<file path="src/rtl/vagen_pkg.sv">
package vagen_pkg;
  typedef enum logic [2:0] {
    ST_IDLE  = 3'd0,
    ST_PRE1  = 3'd1,
    ST_PRE2  = 3'd2,
    ST_ISSUE = 3'd3,
    ST_DONE  = 3'd4
  } seq_state_t;

  localparam logic [1:0] MODE_UNIT   = 2'd0;
  localparam logic [1:0] MODE_STRIDE = 2'd1;
  localparam logic [1:0] MODE_INDEX  = 2'd2;
endpackage

</file>
<file path="src/rtl/vagen_seq.sv">
module vagen_seq
  import vagen_pkg::*;
#(
  parameter int MAX_VL = 16,
  parameter int VL_W   = $clog2(MAX_VL + 1),
  parameter int EW     = $clog2(MAX_VL)
) (
  input  logic          clk,
  input  logic          rst,
  input  logic          start,
  input  logic [VL_W-1:0] vl,
  input  logic          gnt,
  output logic          load,
  output logic [EW-1:0] elem,
  output logic          req,
  output logic          busy,
  output logic          done
);
  seq_state_t state;
  logic [VL_W-1:0] vl_q;

  assign load = start && (state == ST_IDLE);
  assign req  = (state == ST_ISSUE);
  assign busy = (state != ST_IDLE);
  assign done = (state == ST_DONE);

  always_ff @(posedge clk) begin
    if (rst) begin
      state <= ST_IDLE;
      vl_q  <= '0;
      elem  <= '0;
    end else begin
      case (state)
        ST_IDLE: if (start) begin
          vl_q  <= (vl > VL_W'(MAX_VL)) ? VL_W'(MAX_VL) : vl;
          elem  <= '0;
          state <= ST_PRE1;
        end
        ST_PRE1: state <= ST_PRE2;
        ST_PRE2: state <= (vl_q == '0) ? ST_DONE : ST_ISSUE;
        ST_ISSUE: if (gnt) begin
          if (VL_W'(elem) == vl_q - VL_W'(1)) state <= ST_DONE;
          else elem <= elem + EW'(1);
        end
        default: state <= ST_IDLE;
      endcase
    end
  end
endmodule

</file>
<file path="src/rtl/vagen_addr.sv">
module vagen_addr
  import vagen_pkg::*;
#(
  parameter int ADDR_W    = 16,
  parameter int STRIDE_W  = 8,
  parameter int IDX_W     = 8,
  parameter int MAX_VL    = 16,
  parameter int NLANE     = 4,
  parameter int MEM_BYTES = 4,
  parameter int EW        = $clog2(MAX_VL),
  parameter int OFS_W     = $clog2(MEM_BYTES),
  parameter int LANE_W    = $clog2(NLANE),
  parameter int GRP_W     = EW - LANE_W
) (
  input  logic                    active,
  input  logic [1:0]              mode_q,
  input  logic [1:0]              es_q,
  input  logic                    store_q,
  input  logic [ADDR_W-1:0]       base_q,
  input  logic [STRIDE_W-1:0]     stride_q,
  input  logic [MAX_VL*IDX_W-1:0] idx_q,
  input  logic [MAX_VL-1:0]       mask_q,
  input  logic [EW-1:0]           elem,
  output logic [ADDR_W-1:0]       addr,
  output logic [MEM_BYTES-1:0]    be,
  output logic [OFS_W-1:0]        byte_ofs,
  output logic [LANE_W-1:0]       lane_sel,
  output logic [GRP_W-1:0]        lane_grp,
  output logic                    err
);
  localparam int MUL_W = EW + STRIDE_W;

  logic [MUL_W-1:0]     prod;
  logic [ADDR_W-1:0]    elem_off;
  logic [ADDR_W-1:0]    byte_addr;
  logic [OFS_W-1:0]     size_mask;
  logic [MEM_BYTES-1:0] be_raw;
  logic                 misal;

  always_comb begin
    prod = MUL_W'(elem) * MUL_W'(stride_q);
    case (mode_q)
      MODE_STRIDE: elem_off = ADDR_W'(prod);
      MODE_INDEX:  elem_off = ADDR_W'(idx_q[elem*IDX_W +: IDX_W]);
      default:     elem_off = ADDR_W'(elem);
    endcase
    byte_addr = base_q + (elem_off << es_q);
    size_mask = OFS_W'((32'd1 << es_q) - 32'd1);
    misal     = (byte_addr[OFS_W-1:0] & size_mask) != '0;
    be_raw    = MEM_BYTES'((32'd1 << (32'd1 << es_q)) - 32'd1) << byte_addr[OFS_W-1:0];
  end

  assign addr     = {byte_addr[ADDR_W-1:OFS_W], {OFS_W{1'b0}}};
  assign byte_ofs = byte_addr[OFS_W-1:0];
  assign lane_sel = elem[LANE_W-1:0];
  assign lane_grp = elem[EW-1:LANE_W];
  assign err      = active && misal;
  assign be       = (!active || misal || (store_q && !mask_q[elem])) ? '0 : be_raw;
endmodule

</file>
<file path="src/rtl/vagen_top.sv">
module vagen_top
  import vagen_pkg::*;
#(
  parameter int ADDR_W    = 16,
  parameter int STRIDE_W  = 8,
  parameter int IDX_W     = 8,
  parameter int MAX_VL    = 16,
  parameter int NLANE     = 4,
  parameter int MEM_BYTES = 4,
  parameter int VL_W      = $clog2(MAX_VL + 1),
  parameter int EW        = $clog2(MAX_VL),
  parameter int OFS_W     = $clog2(MEM_BYTES),
  parameter int LANE_W    = $clog2(NLANE),
  parameter int GRP_W     = EW - LANE_W
) (
  input  logic                    clk,
  input  logic                    rst,
  input  logic                    start,
  input  logic                    is_store,
  input  logic [1:0]              mode,
  input  logic [1:0]              esize,
  input  logic [ADDR_W-1:0]       base,
  input  logic [STRIDE_W-1:0]     stride,
  input  logic [VL_W-1:0]         vl,
  input  logic [MAX_VL*IDX_W-1:0] idx_vec,
  input  logic [MAX_VL-1:0]       mask,
  input  logic                    gnt,
  output logic                    req,
  output logic [ADDR_W-1:0]       addr,
  output logic [MEM_BYTES-1:0]    be,
  output logic [OFS_W-1:0]        byte_ofs,
  output logic [LANE_W-1:0]       lane_sel,
  output logic [GRP_W-1:0]        lane_grp,
  output logic                    err,
  output logic                    busy,
  output logic                    done
);
  logic                    load;
  logic [EW-1:0]           elem;
  logic [1:0]              mode_q, es_q;
  logic                    store_q;
  logic [ADDR_W-1:0]       base_q;
  logic [STRIDE_W-1:0]     stride_q;
  logic [MAX_VL*IDX_W-1:0] idx_q;
  logic [MAX_VL-1:0]       mask_q;

  // operand capture; size code 3 folds onto the word size
  always_ff @(posedge clk) begin
    if (rst) begin
      mode_q <= '0; es_q <= '0; store_q <= 1'b0; base_q <= '0;
      stride_q <= '0; idx_q <= '0; mask_q <= '0;
    end else if (load) begin
      mode_q   <= mode;
      es_q     <= (esize == 2'd3) ? 2'd2 : esize;
      store_q  <= is_store;
      base_q   <= base;
      stride_q <= stride;
      idx_q    <= idx_vec;
      mask_q   <= mask;
    end
  end

  vagen_seq #(.MAX_VL(MAX_VL), .VL_W(VL_W), .EW(EW)) u_seq (
    .clk(clk), .rst(rst), .start(start), .vl(vl), .gnt(gnt),
    .load(load), .elem(elem), .req(req), .busy(busy), .done(done)
  );

  vagen_addr #(
    .ADDR_W(ADDR_W), .STRIDE_W(STRIDE_W), .IDX_W(IDX_W), .MAX_VL(MAX_VL),
    .NLANE(NLANE), .MEM_BYTES(MEM_BYTES), .EW(EW), .OFS_W(OFS_W),
    .LANE_W(LANE_W), .GRP_W(GRP_W)
  ) u_addr (
    .active(req), .mode_q(mode_q), .es_q(es_q), .store_q(store_q),
    .base_q(base_q), .stride_q(stride_q), .idx_q(idx_q), .mask_q(mask_q),
    .elem(elem), .addr(addr), .be(be), .byte_ofs(byte_ofs),
    .lane_sel(lane_sel), .lane_grp(lane_grp), .err(err)
  );
endmodule

</file>
<file path="config.mk">
export PLATFORM = sky130hd
export DESIGN_NAME = vagen_top
export DESIGN_NICKNAME = d
export VERILOG_FILES = /design/src/rtl/vagen_pkg.sv /design/src/rtl/vagen_seq.sv /design/src/rtl/vagen_addr.sv /design/src/rtl/vagen_top.sv
export SDC_FILE = /design/constraint.sdc
export NUM_CORES = 1
export LEC_CHECK = 0
export CORE_ASPECT_RATIO = 1.2
export CORE_MARGIN = 4
export CORE_UTILIZATION = 47
export CTS_BUF_LIST = sky130_fd_sc_hd__clkbuf_4 sky130_fd_sc_hd__clkbuf_8 sky130_fd_sc_hd__clkbuf_16
export DETAILED_ROUTE_END_ITERATION = 10
export GPL_ROUTABILITY_DRIVEN = 0
export GPL_TIMING_DRIVEN = 0
export HOLD_SLACK_MARGIN = 0.02
export PLACE_DENSITY = 0.82
export SLEW_MARGIN = 40
export SYNTH_ARGS = -nofsm -noshare
export SYNTH_HDL_FRONTEND = slang
export SYNTH_HIERARCHICAL = 1
export SYNTH_SLANG_ARGS = --single-unit
</file>
<file path="constraint.sdc">
create_clock -name clk -period 6.48 [get_ports clk]
set_input_delay 1.296 -clock clk [delete_from_list [all_inputs] [get_ports clk]]
set_output_delay 1.296 -clock clk [all_outputs]
set_load 0.02 [all_outputs]
</file>
==> results.ini <==
[worst_setup_path]
critPathKind = register to primary output
cp.arrival_ns = 5.39
startpoint = u_seq/elem[1]
r2r_start = u_seq/vl_q[0]
r2r-end = u_seq/elem[0]
crit_fanout = 8
r2r_cells = 7
end_kind = primary output
startpoint_type = register
rrSetupSlack_ns = 4.24
critical_path.endpoint = addr[14]
cp.required_ns = 5.18

[yosys]
synth_area_um2 = 10590
netlist-cell-type-count = 70
ys.flop_type = dfxtp_1
synth_edf_count = 0
yosysSeqAreaShare_pct = 34.96
synth_area_per_cell_um2 = 9.553
synth_cells = 1109
synth-async-reset-ratio_pct = 0
ys_ff_latch = 185
synth_warnings = 6

[timing]
tns_ns = -0.4697
slew_headroom_pct = 54.20
hold_viol = 0
setup_viol = 4
fmax_mhz = 149.6
setup_slack_ns = -0.2037
grt_setup_unrepaired = true
min_period_over_period_pct = 103.1
final_max_slew_viol_count = 0
worstMarginPinSlew_ns = 0.6870
fin_skew_ns = 0.009299
period_minus_slack_ns = 6.684

[run_status]
status = finished, violations left
failed_checks = negative setup slack

[die]
num_rows = 59
die_w_um = 145.1
io_pins = 212
initial_utilization_pct = 48.32
die-area_um2 = 25020
die_h_um = 172.5
core_area_um2 = 21920

[clocking]
cts_hold_buffers = 0
cts_buffers = 17
clkSinkCount = 185
htree_levels = 4
clkLatencyLatePin_ns = 0.43
clockRootBuffer = clkbuf_16
cts_tree = yes
clock_path_buffers = 2
path_clk_slew_ns = 0.07

[power_and_ir_drop]
p_leak_nw = 5.957
ir_worst_vdd_mv = 0.1805
p_total_w = 0.003025
power.density_nw_per_um2 = 210.8

[detailed_routing]
via_per_inst = 5.744
wl_per_cell_um = 20.29
dr.pass1.iters = 5
ant_nets = 0
vias = 9518
routed_wl_mm = 33.62
drtIter0Drc = 696
drc = 0

[place]
hpwl_mm = 24.41
io_buffers = 209
post-place-ws_ns = -1.705
placed_cell_area_um2 = 13050

[layout]
final_common_cell = nor2_1
fin_area_um2 = 14350
area_growth_pct = 35.47
final_cell_mix = nor2_1, mux2i_1, clkdlybuf4s50_1
insertedDiodeCount = 0
drive_gt1_share_pct = 16.49
fin_nets = 1605
n_fill_cell = 1677

[flow_run]
cap_viol_max_count = 0

[min_path]
min_path_type = register to register
worstHoldPathCells = 2
min-delay-start = idx_q[4]

[global_route]
grt_pass1_vias = 9551
grt_overflow = 0
antenna_found_initial = 1
grt_pass1_wl_mm = 50.75
grt_max_degree = 18
grt_usage_pct = 25.58

[worst max-delay path, cell delays in order (launching register included)]
cell	delay, ns
dfxtp_4	0.39
buf_12	0.14
nand2_4	0.05
fa_1	0.52
inv_2	0.04
fa_1	0.49
ha_1	0.32
a21o_1	0.17
and4_4	0.15
or3_4	0.38
a211o_1	0.33
mux2i_2	0.21
mux2i_1	0.14
ha_1	0.36
buf_6	0.15
a21oi_4	0.17
nor2_4	0.07
o31ai_4	0.28
a31oi_4	0.15
o311ai_2	0.28
buf_4	0.19
[cell usage after synthesis, drive strengths merged (2+ instances only)]
library cell    n  area [um2]
dfxtp         185        3704
o2111ai         3       26.28
nor2b          11       68.82
and3            4       25.02
nand2          49       183.9
o21ai          25       125.1
or3             4       25.02
mux4           27       608.1
and4            3       27.53
nor3b           6       45.04
xor2            6       52.55
nand4           3       18.77
and3b           2       18.77
nor2          211       792.0
or3b            3       28.78
nor4            3       18.77
buf            41       442.9
fa             13       260.3
inv            46       172.7
a22oi          17       127.6
nand2b         11       68.82
a311oi          2       17.52
mux2i         203        2032
a31oi           6       37.54
o211ai          8       60.06
and2           22       137.6
xnor2          14       122.6
a21o            5       37.54
nor3           10       50.05
o31ai           8       65.06
nand3          12       60.06
a211o           3       28.78
ha             38       475.5
clkbuf         30       112.6
o21a            4       30.03
nand3b          3       22.52
a211oi          6       57.56
mux2            2       26.27
or2             3       18.77
a21oi          39       195.2
a221oi          6       58.80
o311ai          2       17.52
[registers in the layout, summed over array words and instances (netlist names)]
| signal | cells |
|---|---|
| base_q | 16 |
| es_q | 2 |
| idx_q | 128 |
| mask_q | 16 |
| mode_q | 2 |
| store_q | 1 |
| stride_q | 8 |
| u_seq/elem | 4 |
| u_seq/state | 3 |
| u_seq/vl_q | 5 |
[repair_timing]
| item | 4_1_cts | 5_1_grt |
|---|---|---|
| setup endpoints to repair | 17 | 14 |
| gates resized for setup | 131 | 40 |
| pin swaps | 43 | 39 |
| buffers inserted | 26 | 15 |
[area by class of cell]
class | count | area (um2) | area share, %
clock buffers | 19 | 446.7 | 3.112
inverters | 46 | 172.7 | 1.203
well taps | 274 | 342.8 | 2.389
flip-flops and latches | 185 | 3719 | 25.91
repair buffers | 250 | 2396 | 16.70
plain buffers | 64 | 569.3 | 3.967
clock inverters | 11 | 146.4 | 1.020
multi-input cells | 808 | 6559 | 45.70
[through the flow]
step	instances	utilization [%]	hold slack, ns
2_1_floorplan	1110	-	0.4546
3_3_place_gp	1593	59.53	0.4667
3_5_place_dp	1593	59.53	0.4797
4_1_cts	1647	64.75	0.4959
5_1_grt	1657	65.46	0.5165
6_report	1657	65.46	0.4930
[how the worst min path moves through the flow]
stage,end,slack (ns)
5_1_grt,idx_q[66],0.52
4_1_cts,idx_q[93],0.50
2_1_floorplan,idx_q[112],0.45
3_3_place_gp,idx_q[71],0.47
3_5_place_dp,mask_q[11],0.48
6_report,idx_q[4],0.49
[power breakdown]
part | total [W] | switching (W) | internal, W
clock | 0.00107 | 0.000449 | 0.000618
combinational | 0.000677 | 0.000324 | 0.000353
sequential | 0.00128 | 0.0000560 | 0.00122
total | 0.00302 | 0.000829 | 0.00220
[routing by layer]
layer / up-vias / wire length, um / GRT usage [%]
li1: 4401 / - / -
met1: 4568 / 13230 / 29.86
met2: 438 / 16670 / 45.59
met3: 109 / 2165 / 5.662
met4: 2 / 1539 / 11.28
met5: - / 19 / 0
[kinds of logic after synthesis]
kind of cell    after synthesis  share of synthesized area [%]
compound gates              141                          9.000
xor+xnor                     20                          1.653
fa+ha+maj                    51                          6.945
buf+inv                     117                          6.874
flops                       185                          34.96
mux                         232                          25.17
other cells                   1                        0.03540
simple gates                362                          15.37
Power figures use the tool's default switching activity.
